<file path="src/rtl/capture_pkg.sv">
package capture_pkg;
  localparam int REG_W = 16;
  localparam int LVL_W = 4;
  localparam int SRC_W = 3;

  localparam logic [SRC_W-1:0] SRC_TMR0 = 3'd0;
  localparam logic [SRC_W-1:0] SRC_FILT = 3'd6;
  localparam logic [SRC_W-1:0] SRC_SW   = 3'd7;

  localparam logic [SRC_W-1:0] SRC_RESET = SRC_SW;
endpackage

</file>
<file path="src/rtl/capture_trig_sel.sv">
module capture_trig_sel
  import capture_pkg::*;
#(
  parameter int NUM_TMR = 3
) (
  input  logic [SRC_W-1:0]   src,
  input  logic [NUM_TMR-1:0] tmr_pulse,
  input  logic               filt_rdy,
  input  logic               sw_load,
  output logic               push_req
);
  logic [NUM_TMR-1:0] tmr_hit;

  // one comparator per timer input
  for (genvar t = 0; t < NUM_TMR; t++) begin : g_tmr
    assign tmr_hit[t] = tmr_pulse[t] && (src == SRC_TMR0 + SRC_W'(t));
  end

  always_comb begin
    push_req = |tmr_hit;
    if (src == SRC_FILT) push_req = filt_rdy;
    if (src == SRC_SW)   push_req = sw_load;
  end
endmodule

</file>
<file path="src/rtl/capture_ctrl_regs.sv">
module capture_ctrl_regs
  import capture_pkg::*;
#(
  parameter int CNT_W = 4
) (
  input  logic             clk,
  input  logic             rst,
  input  logic             reg_wr,
  input  logic [REG_W-1:0] reg_wdata,
  input  logic [CNT_W-1:0] count,
  input  logic             ovf,
  output logic [LVL_W-1:0] lvl,
  output logic [SRC_W-1:0] src,
  output logic             sw_load,
  output logic [REG_W-1:0] reg_rdata
);
  always_ff @(posedge clk) begin
    if (rst) begin
      lvl <= '0;
      src <= SRC_RESET;
    end else if (reg_wr) begin
      lvl <= reg_wdata[15:12];
      src <= reg_wdata[2:0];
    end
  end

  // load command acts on the select already stored
  assign sw_load = reg_wr && reg_wdata[3];

  always_ff @(posedge clk) begin
    if (rst) reg_rdata <= {{(REG_W-SRC_W){1'b0}}, SRC_RESET};
    else     reg_rdata <= {lvl, LVL_W'(count), ovf, 4'b0000, src};
  end
endmodule

</file>
<file path="src/rtl/capture_fifo_core.sv">
module capture_fifo_core #(
  parameter int DATA_W = 16,
  parameter int DEPTH  = 8,
  parameter int CNT_W  = $clog2(DEPTH + 1)
) (
  input  logic              clk,
  input  logic              rst,
  input  logic              push,
  input  logic [DATA_W-1:0] wdata,
  input  logic              pop,
  input  logic              ovf_clr,
  output logic [DATA_W-1:0] rdata,
  output logic [CNT_W-1:0]  count,
  output logic              ovf
);
  localparam int AW = (DEPTH > 1) ? $clog2(DEPTH) : 1;
  localparam logic [AW-1:0]    LAST = AW'(DEPTH - 1);
  localparam logic [CNT_W-1:0] FULL = CNT_W'(DEPTH);

  logic [DATA_W-1:0] mem [DEPTH];
  logic [AW-1:0]     wr_ptr, rd_ptr;
  logic              full, empty, do_pop, do_push;

  assign full    = (count == FULL);
  assign empty   = (count == '0);
  assign do_pop  = pop && !empty;
  assign do_push = push && (!full || do_pop);

  function automatic logic [AW-1:0] nxt(input logic [AW-1:0] p);
    return (p == LAST) ? '0 : p + 1'b1;
  endfunction

  // storage without reset so it maps onto RAM
  always_ff @(posedge clk) begin
    if (do_push) mem[wr_ptr] <= wdata;
  end

  always_ff @(posedge clk) begin
    if (rst) begin
      wr_ptr <= '0;
      rd_ptr <= '0;
      count  <= '0;
      rdata  <= '0;
      ovf    <= 1'b0;
    end else begin
      if (do_push) wr_ptr <= nxt(wr_ptr);
      if (do_pop)  rd_ptr <= nxt(rd_ptr);
      if (pop)     rdata  <= do_pop ? mem[rd_ptr] : '0;
      case ({do_push, do_pop})
        2'b10:   count <= count + 1'b1;
        2'b01:   count <= count - 1'b1;
        default: count <= count;
      endcase
      if (push && full && !do_pop) ovf <= 1'b1;
      else if (ovf_clr)            ovf <= 1'b0;
    end
  end
endmodule

</file>
<file path="src/rtl/trig_capture_fifo.sv">
module trig_capture_fifo
  import capture_pkg::*;
#(
  parameter int DATA_W  = 16,
  parameter int DEPTH   = 8,
  parameter int NUM_TMR = 3
) (
  input  logic               clk,
  input  logic               rst,
  input  logic               reg_wr,
  input  logic [REG_W-1:0]   reg_wdata,
  output logic [REG_W-1:0]   reg_rdata,
  input  logic               pop,
  output logic [DATA_W-1:0]  pop_data,
  input  logic [DATA_W-1:0]  filt_data,
  input  logic               filt_rdy,
  input  logic [NUM_TMR-1:0] tmr_pulse,
  input  logic               ovf_clr,
  input  logic               irq_en,
  output logic               irq
);
  localparam int CNT_W = $clog2(DEPTH + 1);

  logic [LVL_W-1:0] lvl;
  logic [SRC_W-1:0] src;
  logic             sw_load, push_req, fifo_ovf, lvl_hit;
  logic [CNT_W-1:0] fifo_count;

  capture_ctrl_regs #(.CNT_W(CNT_W)) u_regs (
    .clk(clk), .rst(rst), .reg_wr(reg_wr), .reg_wdata(reg_wdata),
    .count(fifo_count), .ovf(fifo_ovf), .lvl(lvl), .src(src),
    .sw_load(sw_load), .reg_rdata(reg_rdata)
  );

  capture_trig_sel #(.NUM_TMR(NUM_TMR)) u_trig (
    .src(src), .tmr_pulse(tmr_pulse), .filt_rdy(filt_rdy),
    .sw_load(sw_load), .push_req(push_req)
  );

  capture_fifo_core #(.DATA_W(DATA_W), .DEPTH(DEPTH), .CNT_W(CNT_W)) u_fifo (
    .clk(clk), .rst(rst), .push(push_req), .wdata(filt_data), .pop(pop),
    .ovf_clr(ovf_clr), .rdata(pop_data), .count(fifo_count), .ovf(fifo_ovf)
  );

  assign lvl_hit = (lvl != '0) && (LVL_W'(fifo_count) >= lvl);

  always_ff @(posedge clk) begin
    if (rst) irq <= 1'b0;
    else     irq <= irq_en && (lvl_hit || fifo_ovf);
  end
endmodule

</file>
<file path="config.mk">
export PLATFORM = sky130hd
export DESIGN_NAME = trig_capture_fifo
export DESIGN_NICKNAME = d
export VERILOG_FILES = /design/src/rtl/capture_pkg.sv /design/src/rtl/capture_trig_sel.sv /design/src/rtl/capture_ctrl_regs.sv /design/src/rtl/capture_fifo_core.sv /design/src/rtl/trig_capture_fifo.sv
export SDC_FILE = /design/constraint.sdc
export NUM_CORES = 1
export LEC_CHECK = 0
export CAP_MARGIN = 20
export CELL_PAD_IN_SITES_DETAIL_PLACEMENT = 2
export CELL_PAD_IN_SITES_GLOBAL_PLACEMENT = 2
export CORE_MARGIN = 4
export CORE_UTILIZATION = 44
export DETAILED_ROUTE_END_ITERATION = 10
export HOLD_SLACK_MARGIN = 0.03
export PLACE_DENSITY_LB_ADDON = 0.1
export SYNTH_ARGS = -nofsm -noshare
export SYNTH_HDL_FRONTEND = slang
export SYNTH_HIERARCHICAL = 1
export SYNTH_SLANG_ARGS = --single-unit
</file>
<file path="constraint.sdc">
create_clock -name clk -period 7.6 [get_ports clk]
set_input_delay 1.52 -clock clk [delete_from_list [all_inputs] [get_ports clk]]
set_output_delay 1.52 -clock clk [all_outputs]
set_load 0.02 [all_outputs]
</file>
### After elaboration in Yosys (flattened, before gate mapping)

Memory sizes are Yosys's and may differ from the RTL's. A register that Yosys moved wholly into a read port is not among the register bits.
Index checks and enable logic that the tools add are counted.
Widths: inputs -> output; s select.

| word-level totals | value |
|---|---|
| memory bits (writable) | 128 |
| memories kept | 1 |
| input bits | 42 |
| latch bits | 0 |
| flip-flop bits (word level) | 51 |
| memory bits (read-only) | 0 |

Memories:

| memory | depth | bits a word | read ports | clocked after memory_dff | write ports | line | RTL |
|---|---|---|---|---|---|---|---|
| u_fifo.mem | 8 | 16 | 1 | 1 | 1 | capture_fifo_core.sv:20 | `logic [DATA_W-1:0] mem [DEPTH];` |

| operators by class | value |
|---|---|
| bitwise operators | 0 |
| div/mod/pow operators | 0 |
| mux-type cells | 12 |
| reductions and logical operators | 21 |
| multipliers | 0 |
| order comparisons | 1 |
| add/sub/neg operators | 4 |
| shift operators | 0 |
| eq/ne operators | 9 |

Operators with widths:

| cell | number |
|---|---|
| $mux 16 | 1 |
| $eq 3x3->1 const B | 4 |
| $mux 3 | 4 |
| $logic_and 1x1->1 | 10 |
| $pmux 4 s2 | 1 |
| $add 3x1->3 const B | 2 |
| $mux 1 | 6 |
| $add 4x1->4 const B | 1 |
| $eq 4x4->1 const B | 1 |
| $ge 4x4->1 | 1 |
| $logic_not 4->1 | 1 |
| $reduce_bool 2->1 | 2 |
| $reduce_bool 4->1 | 1 |
| $sub 4x1->4 const B | 1 |
| $eq 3x1->1 const B | 1 |
| $eq 3x2->1 const B | 1 |
| $logic_not 1->1 | 3 |
| $logic_not 3->1 | 1 |
| $reduce_or 3->1 | 1 |
| $eq 2x1->1 const B | 1 |
| $eq 2x2->1 const B | 1 |
| $logic_or 1x1->1 | 2 |

### Logic depth before layout (Yosys ltp)

| logic depth | value |
|---|---|
| word-level depth | 8 |
| gate-level depth with buffers | 12 |
| mapped depth without buffers | 11 |

### By module

Netlist, hierarchy kept.

Modules (own cells, without submodules):

| module | cells each | area each (um^2) | instances |
|---|---|---|---|
| capture_fifo_core | 366 | 6203.4 | 1 |
| capture_ctrl_regs | 54 | 651.9 | 1 |
| trig_capture_fifo | 16 | 138.9 | 1 |
| capture_trig_sel | 8 | 51.3 | 1 |

### Worst setup path before layout

No wires, ideal clock.

| timing path | value |
|---|---|
| path type | input port to flip-flop |
| from | input port reg_wr |
| to | memory u_fifo.mem[0][0] (enable) |
| slack | 3.368 ns |
| required time | 7.170 ns |
| cell stages on the path | 7 |
| arrival time | 3.802 ns |
| cells stage by stage | buf_4 > and2_1 > mux2i_1 > nand2_1 > o221a_2 > o21ai_2 > nor4_1 |

| on the way | value |
|---|---|
| word-level cells in the longest chain between the ends | 5 |

Ends and longest elaborated chain:

| element | line | RTL |
|---|---|---|
| start: declaration | trig_capture_fifo.sv:10 | `input logic reg_wr,` |
| $logic_and 1x1->1 | capture_ctrl_regs.sv:28 | `assign sw_load = reg_wr && reg_wdata[3];` |
| via sw_load | trig_capture_fifo.sv:26 | `logic sw_load, push_req, fifo_ovf, lvl_hit;` |
| $mux 1 | capture_trig_sel.sv:22 | `if (src == SRC_SW) push_req = sw_load;` |
| via push_req | trig_capture_fifo.sv:26 |  |
| $logic_and 1x1->1 | capture_fifo_core.sv:27 | `assign do_push = push && (!full \|\| do_pop);` |
| $mux 1 | capture_fifo_core.sv:35 | `if (do_push) mem[wr_ptr] <= wdata;` |
| $mux 1 (not written as such) | capture_fifo_core.sv:35 |  |
| end: declaration | capture_fifo_core.sv:20 |  |

The timed path passes the listed nets, and every way through them passes these cells.

### Final worst setup path

| timing path | value |
|---|---|
| from | input port reg_wr |
| to | memory u_fifo.mem[5][1] (enable) |

The elaborated chain is that of the path after synthesis.

==> results.json <==
{
  "gr-usage-all-layers_pct": 21.3,
  "clk_pin_slew_ns": 0.07,
  "status": "finished clean",
  "synth_area_um2": 7050,
  "htreeDepth": 4,
  "boundaryPins": 75,
  "fin_crit_sh_pct": 59.7,
  "gp_congestion": 0.707,
  "hold_viol": 0,
  "synth_edf_count": 128,
  "core_um2": 15400,
  "ys_warn_count": 6,
  "root_buffer": "clkbuf_16",
  "timing.hold.ws_ns": 0.471,
  "max_cap_violations": 0,
  "synth-simple-area-share_pct": 8.99,
  "start_kind": "input pin",
  "synth_compound_area_share_pct": 5.43,
  "start_util_pct": 45.7,
  "slew_headroom_pct": 27.3,
  "ys.flop_type": "edfxtp_1",
  "finish.utilization_pct": 55.2,
  "arrival_ns": 4.66,
  "maxSlewViolCount": 0,
  "ys_top_cells_by_area": "edfxtp_1, dfxtp_1, mux4_2, mux2i_1, nand2b_1",
  "yosysUniqueCellTypes": 51,
  "syn_to_final_growth_pct": 21.0,
  "wl_per_cell_um": 24.8,
  "dieHeight_um": 135,
  "finalSetupTns_ns": 0,
  "power_mw": 2.54,
  "dr.pass1.iters": 4,
  "dieArea_um2": 18100,
  "multi_input_area_um2": 2040,
  "cts.repair.resized": 0,
  "fin_crit_ns": 4.54,
  "port_buffers": 62,
  "end_kind": "register",
  "antenna_cells": 0,
  "cts_tree": "yes",
  "clk_latency_ns": 0.43,
  "synth_top_cell_by_area": "edfxtp_1",
  "muxShareOfSynthArea_pct": 11.8,
  "grtUsageMet3_pct": 4.47,
  "grt_max_degree": 53,
  "cts_sinks": 178,
  "dp.final_hpwl_um": 11600,
  "synth-seq-cells": 178,
  "synth_top_cell_area_share_pct": 54.6,
  "worstSetupPathType": "in2reg",
  "fmax_mhz": 220,
  "die-width_um": 135,
  "grt-busiest-layer": "met2",
  "rsz0062_at_grt": "false",
  "p_per_area_nw_per_um2": 298,
  "cts_setup_buffers": 0,
  "worst_pin_slew_ns": 1.09,
  "drtIter0Drc": 392,
  "grt_use_met2_pct": 37.9,
  "layout.nets": 566,
  "synth_xor_area_share_pct": 0.124,
  "wl_um": 18300,
  "worstPathRequired_ns": 7.72,
  "seq_area_frac_synth_pct": 68.8,
  "final_layout_size_suffix_gt1_share_pct": 16.7,
  "ctsHoldBuffers": 0,
  "num_vias": 4086,
  "synth_fa_ha_area_share_pct": 1.60,
  "grt_first_pass_wirelength_um": 28100,
  "crit_fanout": 13,
  "clk_path_buf_depth": 2,
  "synth_top_family_by_area": "multiplexers",
  "drt-vias-per-instance": 5.53,
  "syn_area_per_cell_um2": 15.9,
  "fill_cells": 1373,
  "seqCellArea_um2": 4850,
  "grt-ovfl-total": 0,
  "drc": 0,
  "use_met1_pct": 25.9,
  "p_leak_nw": 2.84,
  "setup-violations-final": 0,
  "ir_worst_vdd_uv": 160,
  "drt.antenna.violating_nets": 0,
  "holdCritPathClass": "reg2reg",
  "async_reset_ff_share_pct": 0,
  "grt_pass1_vias": 4612,
  "cts_buffers": 17,
  "num_rows": 45,
  "antenna_found_initial": 0,
  "skew_ns": 0.0139,
  "postSynthCellCount": 444
}
-- flip-flops by register name (all words and copies together) (netlist names), named ones only --
| register | count |
|---|---|
| u_fifo/mem | 128 |
| u_fifo/rdata | 16 |
| u_regs/reg_rdata | 12 |
| u_fifo/count | 4 |
| u_regs/lvl | 4 |
| u_fifo/rd_ptr | 3 |
| u_fifo/wr_ptr | 3 |
| u_regs/src | 3 |
| irq | 1 |
| u_fifo/ovf | 1 |
-- routing by layer --
metal,wire length (um),vias up
met4,297,0
met5,0,-
met3,556,13
met1,7730,2172
li1,-,1822
met2,9740,79
-- cell usage after synthesis, types with 6 or more instances --
cell and n:
edfxtp_1 128, dfxtp_1 50, mux2i_1 35, nand2b_1 29
a21oi_1 21, mux4_2 20, nor2_1 19, nand3_1 14
a22oi_1 13, and2b_2 9, ha_1 9, inv_1 9
nand2_1 9, clkbuf_1 8, buf_6 6, nor2b_1 6
-- final cells by class --
type	instances	area share, %
well taps	211	3.10
clock inverters	15	2.11
clock buffers	17	4.99
repair buffers	75	8.63
multi-input cells	234	23.9
flip-flops and latches	178	56.9
inverters	9	0.396
-- power breakdown --
group / internal [mW] / total, mW / switching (mW)
Sequential: 1.09 / 1.16 / 0.0688
Clock: 0.475 / 0.902 / 0.427
Combinational: 0.230 / 0.478 / 0.248
-- cells in the final DEF (no fill, tap or decap), drive strengths merged, types with 2 or more instances in the layout --
cell type | synthesis | routed
a211o | 3 | 3
a211oi | 2 | 2
a21oi | 21 | 21
a22oi | 13 | 13
and2b | 10 | 10
buf | 17 | 14
clkbuf | 9 | 17
clkdlybuf4s50 | 0 | 61
clkinv | 0 | 2
clkinvlp | 0 | 2
conb | 1 | 4
dfxtp | 50 | 50
edfxtp | 128 | 128
ha | 9 | 9
inv | 9 | 19
mux2i | 36 | 36
mux4 | 20 | 20
nand2 | 9 | 9
nand2b | 29 | 29
nand3 | 14 | 14
nor2 | 19 | 19
nor2b | 6 | 6
nor3 | 5 | 5
nor3b | 3 | 3
nor4 | 2 | 2
o211ai | 2 | 2
o21ai | 3 | 3
o32ai | 4 | 4
or2 | 4 | 4
or3 | 2 | 2
-- through the flow --
| stage | instance area (um^2) | instances | setup WS [ns] |
|---|---|---|---|
| global placement | 7860 | 702 | 2.68 |
| finish | 8520 | 739 | 3.06 |
| global route | 8520 | 739 | 2.95 |
| detailed placement | 7880 | 704 | 2.72 |
| floorplan | 7060 | 447 | 3.37 |
| CTS | 8480 | 736 | 3.12 |
-- final timing paths --
check        depth (start not counted)          endpoint  slack [ns]       startpoint
max reg2reg                          6  u_fifo/mem[5][1]        4.65    u_regs/src[0]
max                                  8  u_fifo/mem[5][1]        3.06           reg_wr
min                                  2   u_fifo/rdata[4]        0.47  u_fifo/rdata[4]
min reg2reg                          2   u_fifo/rdata[4]        0.47  u_fifo/rdata[4]
-- worst max-delay path, cell delays in order --
cell             delay, ns
clkdlybuf4s50_1       0.79
and2_1                0.20
mux2i_1               0.09
nand2_1               0.09
o221a_2               0.35
o211ai_1              0.30
nor2_1                0.92
buf_4                 0.38
-- logic make-up (layout without fill, tap and decap cells) --
kind of cell / Yosys count / count (layout)
AO/OA/AOI/OAI: 54 / 54
flip-flops: 178 / 178
buffers and inverters: 35 / 116
adder cells (fa/ha/maj): 9 / 9
XOR/XNOR: 1 / 1
multiplexers: 57 / 57
other: 1 / 4
AND/OR/NAND/NOR: 109 / 109
Power figures use the tool's default switching activity.
